[config.mk]
export PLATFORM = sky130hd
export DESIGN_NAME = reg_fault_supervisor
export DESIGN_NICKNAME = d
export VERILOG_FILES = /design/src/rtl/reg_fault_supervisor.sv
export SDC_FILE = /design/constraint.sdc
export NUM_CORES = 1
export LEC_CHECK = 0
export BUFFER_PORTS_ARGS = -buffer_cell sky130_fd_sc_hd__buf_2
export CORE_MARGIN = 2
export CORE_UTILIZATION = 35
export DETAILED_ROUTE_END_ITERATION = 16
export SLEW_MARGIN = 20
export SYNTH_ARGS = -nofsm -noshare
export SYNTH_HDL_FRONTEND = slang
export SYNTH_SLANG_ARGS = --single-unit
[constraint.sdc]
create_clock -name clk -period 5.85 [get_ports clk]
set_input_delay 0.585 -clock clk [delete_from_list [all_inputs] [get_ports clk]]
set_output_delay 0.585 -clock clk [all_outputs]
set_load 0.1 [all_outputs]
[src/rtl/reg_fault_supervisor.sv]
module reg_fault_supervisor #(
  parameter int UV_CYCLES = 16,
  parameter int OV_CYCLES = 2,
  parameter int OC_CYCLES = 16
) (
  input  logic       clk,
  input  logic       rst,
  input  logic       cycle_en,
  input  logic       enable,
  input  logic       ss_done,
  input  logic       uv_flag,
  input  logic       ov_flag,
  input  logic       ilim_flag,
  input  logic       otemp_flag,
  input  logic       hs_short_flag,
  input  logic       fb_low_flag,
  input  logic       fb_high_flag,
  input  logic       fb_in_window,
  output logic       pwm_en,
  output logic       fault_latched,
  output logic       discharge_on,
  output logic       power_good,
  output logic [2:0] fault_cause
);

  localparam int MAX_LIM = (UV_CYCLES > OC_CYCLES) ?
                           ((UV_CYCLES > OV_CYCLES) ? UV_CYCLES : OV_CYCLES) :
                           ((OC_CYCLES > OV_CYCLES) ? OC_CYCLES : OV_CYCLES);
  localparam int CNT_W = $clog2(MAX_LIM + 1);
  localparam logic [CNT_W-1:0] UV_LIM = CNT_W'(UV_CYCLES);
  localparam logic [CNT_W-1:0] OV_LIM = CNT_W'(OV_CYCLES);
  localparam logic [CNT_W-1:0] OC_LIM = CNT_W'(OC_CYCLES);

  localparam logic [2:0] C_NONE  = 3'd0;
  localparam logic [2:0] C_UV    = 3'd1;
  localparam logic [2:0] C_OV    = 3'd2;
  localparam logic [2:0] C_OC    = 3'd3;
  localparam logic [2:0] C_OT    = 3'd4;
  localparam logic [2:0] C_SHORT = 3'd5;

  logic [CNT_W-1:0] uv_cnt, ov_cnt, oc_cnt;
  logic [CNT_W-1:0] uv_nxt, ov_nxt, oc_nxt;
  logic             fault_q, dis_q;
  logic [2:0]       cause_q, cause_sel;
  logic             uv_trip, ov_trip, oc_trip, any_trip, armed;

  function automatic logic [CNT_W-1:0] bump(input logic [CNT_W-1:0] c,
                                            input logic [CNT_W-1:0] lim);
    return (c >= lim) ? lim : c + CNT_W'(1);
  endfunction

  assign armed = enable & ~fault_q;

  always_comb begin
    uv_nxt = uv_cnt;
    ov_nxt = ov_cnt;
    oc_nxt = oc_cnt;
    if (cycle_en) begin
      uv_nxt = (uv_flag & ss_done) ? bump(uv_cnt, UV_LIM) : '0;
      ov_nxt = ov_flag   ? bump(ov_cnt, OV_LIM) : '0;
      oc_nxt = ilim_flag ? bump(oc_cnt, OC_LIM) : '0;
    end else if (!ss_done) begin
      uv_nxt = '0;
    end
  end

  assign uv_trip  = cycle_en & (uv_nxt == UV_LIM);
  assign ov_trip  = cycle_en & (ov_nxt == OV_LIM);
  assign oc_trip  = cycle_en & (oc_nxt == OC_LIM);
  assign any_trip = hs_short_flag | otemp_flag | ov_trip | oc_trip | uv_trip;

  always_comb begin
    if (hs_short_flag)   cause_sel = C_SHORT;
    else if (otemp_flag) cause_sel = C_OT;
    else if (ov_trip)    cause_sel = C_OV;
    else if (oc_trip)    cause_sel = C_OC;
    else if (uv_trip)    cause_sel = C_UV;
    else                 cause_sel = C_NONE;
  end

  always_ff @(posedge clk) begin
    if (rst || !armed || any_trip) begin
      uv_cnt <= '0;
      ov_cnt <= '0;
      oc_cnt <= '0;
    end else begin
      uv_cnt <= uv_nxt;
      ov_cnt <= ov_nxt;
      oc_cnt <= oc_nxt;
    end
  end

  always_ff @(posedge clk) begin
    if (rst || !enable) begin
      fault_q <= 1'b0;
      cause_q <= C_NONE;
    end else if (!fault_q && any_trip) begin
      fault_q <= 1'b1;
      cause_q <= cause_sel;
    end
  end

  always_ff @(posedge clk) begin
    if (rst || !enable)              dis_q <= 1'b0;
    else if (!fault_q)               dis_q <= any_trip;
    else if (dis_q && fb_low_flag)   dis_q <= 1'b0;
    else if (!dis_q && fb_high_flag) dis_q <= 1'b1;
  end

  assign pwm_en        = enable & ~fault_q;
  assign fault_latched = fault_q;
  assign discharge_on  = dis_q;
  assign fault_cause   = cause_q;
  assign power_good    = enable & ss_done & fb_in_window & ~fault_q;

endmodule

# --- After elaboration in Yosys (flattened, before gate mapping) ---
# Index checks and enable logic that the tools add are counted.
classes:
  addsub: 3
  n_lt_le_gt_ge: 3
  eq_ne: 4
  muxes: 18
  bitwise_logic: 13
  n_reduce_logical: 10
ops:
  columns: ["cell", "n"]
  rows:
  - ["$mux 5", 10]
  - ["$add 5x1->5 const B", 3]
  - ["$eq 5x5->1 const B", 2]
  - ["$ge 5x5->1 const B", 2]
  - ["$and 1x1->1", 8]
  - ["$mux 3", 2]
  - ["$eq 5x2->1 const B", 1]
  - ["$ge 5x2->1 const B", 1]
  - ["$logic_not 1->1", 4]
  - ["$mux 1", 4]
  - ["$mux 2", 2]
  - ["$or 1x1->1", 4]
  - ["$logic_and 1x1->1", 3]
  - ["$logic_or 1x1->1", 3]
  - ["$ne 3x1->1 const B", 1]
  - ["$not 1->1", 1]
totals:
  register_bits: 20
  inputBits: 13
  out_inout_bits: 7
  word_cells: 57

# --- Depth between registers and ports, before layout ---
# Gate-level depths: netlist of the first run.
depth:
  depth_word: 11
  depth_mapped: 8
  mapped_depth_nobuf: 7

# --- Least setup slack after synthesis of the first run ---
# OpenSTA, ideal clock, no wires.
synth_path:
  path_type: "reg2out"
  from: "register fault_q, in the netlist fault_latched"
  to: "output port power_good"
  arrival_ps: 3171
  required_time_ps: 5265
  setup_slack_ps: 2094
  path_stages_with_launch: 3
  n_path_buf: 0
  cell_sequence: "dfxtp_1 nor2b_1 and3_1"
synth_via:
  elab_chain_cells: 2
synth_rtl:
  columns: ["item", "line", "text"]
  rows:
  - ["from (decl)", "43", "logic fault_q, dis_q;"]
  - ["from (signal assigned)", "95", "fault_q <= 1'b0;"]
  - ["from (signal assigned)", "98", "fault_q <= 1'b1;"]
  - ["$not 1->1", "114", "assign power_good = enable & ss_done & fb_in_window & ~fault_q;"]
  - ["$and 1x1->1", "114", null]
  - ["to (decl)", "22", "output logic power_good,"]
# No other way between the ends.

# --- Worst setup path in the final report of the first run ---
layout_path:
  from: "input port cycle_en"
  to: "register uv_cnt[4]"
layout_via:
  elab_chain_cells: 7
  word_cells_on_any_way: 13
  cone_classes: "eq/ne (3); mux (3); bitwise (6); reduce/logical (1)"
layout_rtl:
  columns: ["item", "line", "text"]
  rows:
  - ["from (decl)", "8", "input logic cycle_en,"]
  - ["$mux 5", "58", "if (cycle_en) begin"]
  - ["$eq 5x2->1", "68", "assign ov_trip = cycle_en & (ov_nxt == OV_LIM);"]
  - ["$and 1x1->1", "68", null]
  - ["$or 1x1->1 (3 in series)", "70", "assign any_trip = hs_short_flag | otemp_flag | ov_trip | oc_trip | uv_trip;"]
  - ["$logic_or 1x1->1", "82", "if (rst || !armed || any_trip) begin"]
  - ["to (signal assigned)", "87", "uv_cnt <= uv_nxt;"]
  - ["to (decl)", "41", "logic [CNT_W-1:0] uv_cnt, ov_cnt, oc_cnt;"]
# Parallel ways exist; a longest one is shown, timed or not.
# A chain may end at the register's enable or synchronous reset.

==> summary.txt, run 1 <==
Run status
  • Status: complete, no violations

Run
  • Max_cap viols: 0

Final layout
  • Final Non-Filler Cells: 197
  • Nets@finish: 173
  • Register area: between 400 and 500 µm²
  • Multi-input gate area: 682 µm²
  • Post-route cell area: 1310 µm²
  • Fillers: about 320
  • Post-layout util: 43.0%
  • Area growth syn-to-layout: 16.2%
  • Antenna fix cells: 0
  • Share of cells above drive strength 1: 19.6%

CTS
  • CTS root buffer: clkbuf_4
  • Worst skew pair latency: between 0.2 and 0.3 ns
  • Htree depth: 1
  • Clk slew on worst S/H paths: 0.12 ns
  • CTS tree: built
  • Hold_buf cts: 0
  • Clock Path Buffers: 2
  • TritonCTS Sinks: 20
  • CTS buffer count: 3
  • Postcts setup bufs: 0
  • Post-cts repair resize count: 0

Logic synthesis
  • Netlist cell types: 40
  • Post-Synthesis Cells: 133
  • Post-synthesis sequential area ratio: 35.5%
  • Async set or reset register ratio after synthesis: 0%
  • Mapped Area: 1130 µm²
  • Synth top area share: roughly 35%
  • Post-synth EDFFs: 0
  • Mean Syn Cell Area: approximately 8.5 µm²
  • Yosys top cell by area: dfxtp_1
  • Post-Synth XOR/XNOR Area: 0%
  • Largest family of logic cells by synthesized area: simple AND/OR/NAND/NOR gates
  • Synth Register Bits: 20
  • Commonest cells post-synth: dfxtp_1 (20), a21oi_1 (13), nand2_1 (13)
  • Yosys warns: 0
  • Top cells by area, synth: dfxtp_1 (35%), ha_1 (6.7%), a21oi_1 (5.8%), nand2_1 (4.3%), nand2b_1 (3.9%)
  • Simple-gate share of the synthesized area: 33.5%
  • Compound-gate portion of the synthesized area: 18.5%
  • Mux cell area share after synthesis: 1.77%
  • Top-count cell post-synth: dfxtp_1
  • Ys flop type: dfxtp_1
  • Synth Area in Adders: 6.65%
  • Synthesized Nets: 152

Route
  • Routed WL: 2260 µm
  • Initial DRT Pass Iterations: 4
  • Via Count: 1006
  • DRC: 0
  • Wire per inst: ~11 µm
  • Routed Antenna Nets: 0
  • First DRT Iteration DRCs: 22
  • Vias per cell: around 5.1

Timing
  • RSZ-0062 raised after global routing: false
  • Hold Slack: ~0.47 ns
  • Tmin final: around 2.5 ns
  • Period utilisation layout: between 40% and 50%
  • Setup WS post-layout: approximately 3.3 ns
  • Setup TNS: 0 ns
  • Final Setup Violations: 0
  • Layout Skew: 0.00945 ns
  • Slew margin rel.: 67.2%
  • Tightest Pin Transition: 0.488 ns
  • Fmax: 0.398 GHz
  • Slew Limit Fails: 0
  • Final Hold Fails: 0

Die
  • Row Count: 20
  • Die height: 60.8 µm
  • Die Wd: 60.8 µm
  • Die ar.: between 3000 and 4000 µm²
  • Top Ports: 20
  • Starting Density: 37.0%
  • Core area: 3050 µm²

Global route
  • Largest net degree at the start of global routing: 20
  • Initial antenna violation count: 0
  • Gr ovfl total: 0
  • First-pass GRT wire length: 3820 µm
  • Vias in the first global route: 905
  • All-Layer GR Usage: 13.5%

Min path
  • Hold Path Class: reg2reg

Setup path
  • Worst Path Required: 6.05 ns
  • Critical Path End Type: flip-flop
  • Crit-path cells: buf_2 -> clkinv_1 -> nor4_1 -> o31ai_1 -> a2111o_1 -> nor4b_1
  • Worst Path Max Fanout: 19
  • Crit start category: input port
  • CP max stage delay: a little under 0.6 ns
  • Critical path class: in2reg
  • Critical-path cell with the highest stage delay: a2111o_1
  • Crit path DAT: 2.71 ns

Power
  • Power density cells: 222 nW/µm²
  • VDD IR max: 0.119 mV
  • Pleak: around 0.49 nW
  • Design Power: 0.291 mW

Place
  • Dpl cell area: 1260 µm²
  • Placed Cells: about 190
  • DP Worst Slack: 3.04 ns
  • DP HPWL: 1760 µm
  • PortBufs: 19
  • Final GP Congestion: 0.800
==> placed cells by master (no fill, tap or decap), drive strengths merged, types with 2 or more instances in the layout <==
master,synthesis,layout
nor3,4,4
nor2,11,11
inv,6,6
nor3b,6,6
o311ai,2,2
ha,6,6
nand2b,7,7
dfxtp,20,20
nor4,2,2
nor2b,6,6
and3,2,2
mux2i,2,2
buf,3,19
clkbuf,0,3
o21ai,2,2
a21oi,13,13
nand3,7,7
a31oi,2,2
or3,2,2
nand2,13,13
==> final timing paths <==
check             from   endpoint  cells after the start  slack [ns]
min          ov_cnt[2]  ov_cnt[2]                      2        0.47
max           cycle_en  uv_cnt[4]                      6        3.34
min reg2reg  ov_cnt[2]  ov_cnt[2]                      2        0.47
max reg2reg  ov_cnt[2]  uv_cnt[4]                      5        3.43
==> critical path, delay by kind of cell <==
family	cells	cell delay, ns
AOI/OAI and AO/OA	2	0.76
buffers and inverters	2	0.66
and+or+nand+nor	2	0.69
==> layout make-up <==
class / count / area share [%]
multi-input combinational: 103 / 52.0
timing repair buffer: 19 / 7.25
sequential: 20 / 30.5
clock inverter: 1 / 2.29
tap: 44 / 4.20
inverter: 7 / 2.00
clock buffer: 3 / 1.72
==> sequential cells by signal (all words and copies together), names as in the netlist <==
signal / cells
uv_cnt: 5
oc_cnt: 5
discharge_on: 1
ov_cnt: 5
fault_latched: 1
fault_cause: 3
==> cell families after synthesis <==
family / Yosys count
buffers and inverters: 10
AND/OR/NAND/NOR: 67
AO/OA/AOI/OAI: 28
adder cells (fa/ha/maj): 6
flip-flops: 20
multiplexers: 2
==> power breakdown <==
part	leakage, nW	switching, mW	internal, mW
clock	0.0279	0.0412	0.0691
combinational	0.302	0.0307	0.0103
sequential	0.162	0.00184	0.138
total	0.492	0.0738	0.217
==> layer usage <==
layer / vias up / routed length, µm / global-route usage (%)
met5: - / 0 / 0
met4: 0 / 18 / 4.66
met3: 2 / 91 / 2.99
met2: 17 / 1110 / 21.5
met1: 469 / 1040 / 18.1
li1: 518 / - / -
(Power assumes the default switching activity.)
==> inputs of run 2 (changes only) <==
- clock period: 5.85 -> 2.6 ns (I/O delays scaled with it)
==> summary.txt, run 2 (synthesized netlist as in run 1, its figures left out) <==
Run status
  • Status: complete, no violations (unchanged)

Place
  • Dpl cell area: 1280 µm² (was 1260 µm²)
  • DP HPWL: 1850 µm (was 1760 µm)
  • Placed Cells: 195 (was 193)
  • PortBufs: 19 (unchanged)
  • Final GP Congestion: 0.811 (was 0.800)

Final layout
  • Final Non-Filler Cells: 199 (was 197)
  • Area growth syn-to-layout: 18.2% (was 16.2%)
  • Nets@finish: 175 (was 173)
  • Post-route cell area: 1330 µm² (was 1310 µm²)
  • Antenna fix cells: 0 (unchanged)
  • Fillers: 320 (was 319)
  • Most common cell after layout, fill and taps aside: dfxtp_1 (unchanged)
  • Share of cells above drive strength 1: 21.3% (was 19.6%)
  • Biggest regs: oc_cnt x5, ov_cnt x5, uv_cnt x5 (unchanged)
  • Commonest non-fill, non-tap cells in the layout: dfxtp_1 (20), buf_2 (19), nand2_1 (13), a21oi_1 (13), nor2_1 (11) (unchanged)
  • Post-layout util: 43.7% (was 43.0%)

Global route
  • M3 GR Usage: 4.48% (was 2.99%)
  • Vias in the first global route: 933 (was 905)
  • All-Layer GR Usage: 14.6% (was 13.5%)
  • Met2 Use GR: 23.7% (was 21.5%)
  • Largest net degree at the start of global routing: 15 (was 20)
  • Gr ovfl total: 0 (unchanged)
  • First-pass GRT wire length: 4050 µm (was 3820 µm)
  • Met1 usage: 18.3% (was 18.1%)
  • Busiest metal layer after global routing: met2 (unchanged)
  • Initial antenna violation count: 0 (unchanged)

Timing
  • Tmin final: ~2.3 ns
  • Period utilisation layout: ~90%
  • Fmax: 0.426 GHz
  • RSZ-0062 raised after global routing: false (unchanged)
  • Final Hold Fails: 0 (unchanged)
  • Slew margin rel.: 63.4% (was 67.2%)
  • Slew Limit Fails: 0 (unchanged)
  • Tightest Pin Transition: 0.545 ns (was 0.488 ns)
  • Final Setup Violations: 0 (unchanged)
  • Layout Skew: 0.00903 ns (was 0.00945 ns)
  • Setup TNS: 0 ns (unchanged)

Die
  • Die height: 60.8 µm (unchanged)
  • Die ar.: 3690 µm² (unchanged)
  • Core area: 3050 µm² (unchanged)
  • Top Ports: 20 (unchanged)
  • Die Wd: 60.8 µm (unchanged)
  • Starting Density: 37.0% (unchanged)
  • Row Count: 20 (unchanged)

Setup path
  • R2R depth: 5 (unchanged)
  • Critical-path cell with the highest stage delay: a2111o_1 (unchanged)
  • R2R Path End: uv_cnt[4] (unchanged)
  • Crit-path cells: or4_4 -> o311ai_4 -> o41ai_2 -> a2111o_1 -> nor4b_1 (was buf_2 -> clkinv_1 -> nor4_1 -> o31ai_1 -> a2111o_1 -> nor4b_1)
  • Reg2reg start: ov_cnt[2] (unchanged)
  • Critical Path End Type: flip-flop (unchanged)
  • CP max stage delay: 0.60 ns (was 0.59 ns)
  • Worst R2R Setup Slack: 0.25 ns (was 3.43 ns)
  • Crit path DAT: 2.56 ns (was 2.71 ns)
  • Crit start category: flip-flop (was input port)
  • Critical path class: reg2reg (was in2reg)
  • Worst Path Required: 2.81 ns (was 6.05 ns)
  • Worst Path Max Fanout: 13 (was 19)

Power
  • Pleak: 0.507 nW (was 0.492 nW)
  • Design Power: 0.661 mW (was 0.291 mW)
  • VDD IR max: 0.292 mV (was 0.119 mV)
  • Power density cells: 496 nW/µm² (was 222 nW/µm²)

Route
  • Initial DRT Pass Iterations: 4 (unchanged)
  • DRC: 0 (unchanged)
  • Routed WL: 2360 µm (was 2260 µm)
  • Routed Antenna Nets: 0 (unchanged)
  • Via Count: 1010 (was 1006)
  • Vias per cell: 5.08 (was 5.11)
  • First DRT Iteration DRCs: 51 (was 22)
  • Wire per inst: 11.9 µm (was 11.5 µm)

CTS
  • CTS tree: built (unchanged)
  • Post-cts repair resize count: 0 (unchanged)
  • Clock Path Buffers: 2 (unchanged)
  • TritonCTS Sinks: 20 (unchanged)
  • Hold_buf cts: 0 (unchanged)
  • Worst skew pair latency: 0.30 ns (was 0.29 ns)
  • CTS buffer count: 3 (unchanged)
  • Clk slew on worst S/H paths: 0.11 ns (was 0.12 ns)
  • CTS root buffer: clkbuf_4 (unchanged)
  • Htree depth: 1 (unchanged)
  • Postcts setup bufs: 0 (unchanged)

Min path
  • Cells on Worst Hold Path: 4 (was 2)
  • Hold Crit Endpoint: discharge_on (was ov_cnt[2])
  • Min-Delay Startpoint: rst (was ov_cnt[2])
  • Hold Path Class: in2reg (was reg2reg)

Run
  • Max_cap viols: 0 (unchanged)
run 2: cell count changes in the layout (fill, tap and decap cells not counted):
cell / delta
buf_4: +2
nor2b_1: -1
nor2b_4: +1
run 2: how the worst max path moves through the flow:
stage / start / end / slack [ns] / cells after the start
6_report: ov_cnt[2] / uv_cnt[4] / 0.25 / 5
5_1_grt: uv_cnt[0] / uv_cnt[4] / 0.06 / 7
4_1_cts: ov_cnt[2] / uv_cnt[4] / 0.24 / 5
3_5_place_dp: ov_cnt[2] / uv_cnt[4] / 0.30 / 5
3_3_place_gp: ov_cnt[2] / uv_cnt[4] / 0.33 / 5
2_1_floorplan: fault_latched / power_good / 0.07 / 2
run 2: routing by layer:
layer,share of wire (%),vias up
met4,1.1,0
met2,48,13
met1,48,473
met5,0,-
li1,-,520
met3,2.8,4
run 2: layout make-up:
| class | instances | area (µm²) | share of cell area [%] |
|---|---|---|---|
| clock buffer | 3 | 22.5 | 1.69 |
| multi-input combinational | 103 | 689 | 51.7 |
| timing repair buffer | 21 | 110 | 8.26 |
| inverter | 7 | 26.3 | 1.97 |
| clock inverter | 1 | 30.0 | 2.25 |
| sequential | 20 | 400 | 30.0 |
| tap | 44 | 55.1 | 4.13 |
run 2: power breakdown:
group | switching (mW) | internal (mW) | leakage, nW | total (mW)
sequential | 0.00446 | 0.310 | 0.162 | 0.315
clock | 0.0941 | 0.156 | 0.0279 | 0.250
combinational | 0.0702 | 0.0260 | 0.317 | 0.0962
total | 0.169 | 0.492 | 0.507 | 0.661
run 2: metrics by stage:
step	hold slack (ns)	setup slack, ns
after CTS	0.209	0.235
after global placement	0.451	0.335
final	0.228	0.255
after global routing	0.211	0.0586
after floorplan	0.417	0.0699
after detailed placement	0.466	0.298
run 2: worst max-delay path, delay by kind of cell, from the launching register on:
kind               cells  cell delay (ns)
DFF                    1             0.33
AOI/OAI and AO/OA      3             1.05
and+or+nand+nor        2             0.87
==> inputs of run 3 (changes only) <==
- BUFFER_PORTS_ARGS: -buffer_cell sky130_fd_sc_hd__buf_2 -> unset
- DONT_BUFFER_PORTS: unset -> 1
- REMOVE_ABC_BUFFERS: unset -> 1
==> summary.txt, run 3 (synthesized netlist as in run 1, its figures left out) <==
Run status
  • Status: complete, no violations (unchanged)

Route
  • Wire per inst: 12.5 µm (was 11.9 µm)
  • Via Count: 988 (was 1010)
  • First DRT Iteration DRCs: 60 (was 51)
  • Routed WL: 2320 µm (was 2360 µm)
  • Routed Antenna Nets: 0 (unchanged)
  • Initial DRT Pass Iterations: 4 (unchanged)
  • Vias per cell: 5.31 (was 5.08)
  • DRC: 0 (unchanged)

Setup path
  • Critical path class: reg2reg (unchanged)
  • CP max stage delay: 0.60 ns (about the same)
  • Critical Path End Type: flip-flop (unchanged)
  • Crit path DAT: 2.54 ns (was 2.56 ns)
  • CP top delay family: compound AO/OA/AOI/OAI gates (unchanged)
  • Crit-path cells: or4_4 -> o311ai_4 -> o41ai_2 -> a2111o_1 -> nor4b_1 (unchanged)
  • Buf/Inv on CP: 0 (unchanged)
  • Worst Path Max Fanout: 13 (unchanged)
  • Crit start category: flip-flop (unchanged)
  • Critical-path cell with the highest stage delay: a2111o_1 (unchanged)
  • Worst Path Required: 2.81 ns (about the same)

Final layout
  • Share of cells above drive strength 1: 13.4% (was 21.3%)
  • Nets@finish: 162 (was 175)
  • Biggest regs: oc_cnt x5, ov_cnt x5, uv_cnt x5 (unchanged)
  • Most common cell after layout, fill and taps aside: dfxtp_1 (unchanged)
  • Area growth syn-to-layout: 13.5% (was 18.2%)
  • Antenna fix cells: 0 (unchanged)
  • Final Non-Filler Cells: 186 (was 199)
  • Post-layout util: 42.0% (was 43.7%)
  • Commonest non-fill, non-tap cells in the layout: dfxtp_1 (20), nand2_1 (13), a21oi_1 (13) (was dfxtp_1 (20), buf_2 (19), nand2_1 (13), a21oi_1 (13), nor2_1 (11))
  • Fillers: 313 (was 320)

Timing
  • Slew Limit Fails: 0 (unchanged)
  • Period utilisation layout: 89.6% (was 90.2%)
  • Hold Slack: 0.0986 ns (was 0.228 ns)
  • Final Setup Violations: 0 (unchanged)
  • Fmax: 0.429 GHz (was 0.426 GHz)
  • RSZ-0062 raised after global routing: false (unchanged)
  • Final Hold Fails: 0 (unchanged)
  • Layout Skew: 0.00661 ns (was 0.00903 ns)
  • Slew margin rel.: 65.0% (was 63.4%)
  • Setup TNS: 0 ns (unchanged)
  • Tmin final: 2.33 ns (was 2.35 ns)
  • Tightest Pin Transition: 0.521 ns (was 0.545 ns)

Global route
  • Vias in the first global route: 878 (was 933)
  • Gr ovfl total: 0 (unchanged)
  • Initial antenna violation count: 0 (unchanged)
  • First-pass GRT wire length: 3850 µm (was 4050 µm)
  • Largest net degree at the start of global routing: 19 (was 15)
  • All-Layer GR Usage: 14.1% (was 14.6%)

Power
  • Pleak: 0.451 nW (was 0.507 nW)
  • VDD IR max: 0.314 mV (was 0.292 mV)
  • Power density cells: 504 nW/µm² (was 496 nW/µm²)

CTS
  • Worst skew pair latency: 0.30 ns (about the same)
  • CTS root buffer: clkbuf_4 (unchanged)
  • Clk slew on worst S/H paths: 0.11 ns (about the same)
  • TritonCTS Sinks: 20 (unchanged)
  • Clock Path Buffers: 2 (unchanged)
  • CTS buffer count: 3 (unchanged)
  • Htree depth: 1 (unchanged)
  • Post-cts repair resize count: 0 (unchanged)
  • CTS tree: built (unchanged)

Min path
  • Hold Path Class: in2reg (unchanged)

Die
  • Die Wd: 60.8 µm (unchanged)
  • Top Ports: 20 (unchanged)
  • Core area: 3050 µm² (unchanged)
  • Row Count: 20 (unchanged)
  • Die ar.: 3690 µm² (unchanged)
  • Die height: 60.8 µm (unchanged)
  • Starting Density: 37.0% (unchanged)

Place
  • DP HPWL: 1770 µm (was 1850 µm)
  • Placed Cells: 181 (was 195)
  • Final GP Congestion: 0.793 (was 0.811)
  • PortBufs: 0 (was 19)

Run
  • Max_cap viols: 0 (unchanged)
run 3: changes by cell type in the layout (fill, tap and decap cells not counted), sizes merged:
cell,change
buf,-14
dlygate4sd3,+1
run 3: power by group:
part	internal [mW]	leakage, nW	switching (mW)
Clock	0.156	0.0279	0.0956
Combinational	0.0215	0.262	0.0606
Sequential	0.310	0.162	0.00171
Total	0.488	0.451	0.158
run 3: repair_timing:
| item | CTS | global route |
|---|---|---|
| hold buffers | 1 | 0 |
| endpoints found under the hold margin | 2 | 0 |
| buffers inserted | 0 | 0 |
run 3: metal layers:
metal	wire length [µm]	up-vias	GRT usage (%)
met4	29	0	4.66
li1	-	498	-
met5	0	-	0
met3	129	5	4.69
met1	1020	462	16.8
met2	1140	23	23.8
run 3: final timing paths:
check	cells after the start	to	start	slack [ns]
max	5	uv_cnt[4]	ov_cnt[2]	0.27
max reg2reg	5	uv_cnt[4]	ov_cnt[2]	0.27
min	2	ov_cnt[0]	cycle_en	0.1
min reg2reg	2	ov_cnt[2]	ov_cnt[2]	0.47
run 3: final cells by class:
cell class	count	area, µm²	share of cell area, %
Multi-Input combinational cell	103	684	53.4
Sequential cell	20	400	31.2
Timing Repair Buffer	8	62.6	4.88
Tap cell	44	55.1	4.30
Clock inverter	1	30.0	2.34
Inverter	7	26.3	2.05
Clock buffer	3	22.5	1.76
run 3: stage by stage:
step	setup slack (ns)	power, mW	instance area [µm²]
floorplan	-0.831	0.385	1110
global placement	0.327	0.398	1220
detailed placement	0.299	0.400	1220
CTS	0.242	0.657	1280
global route	0.114	0.673	1280
finish	0.271	0.646	1280
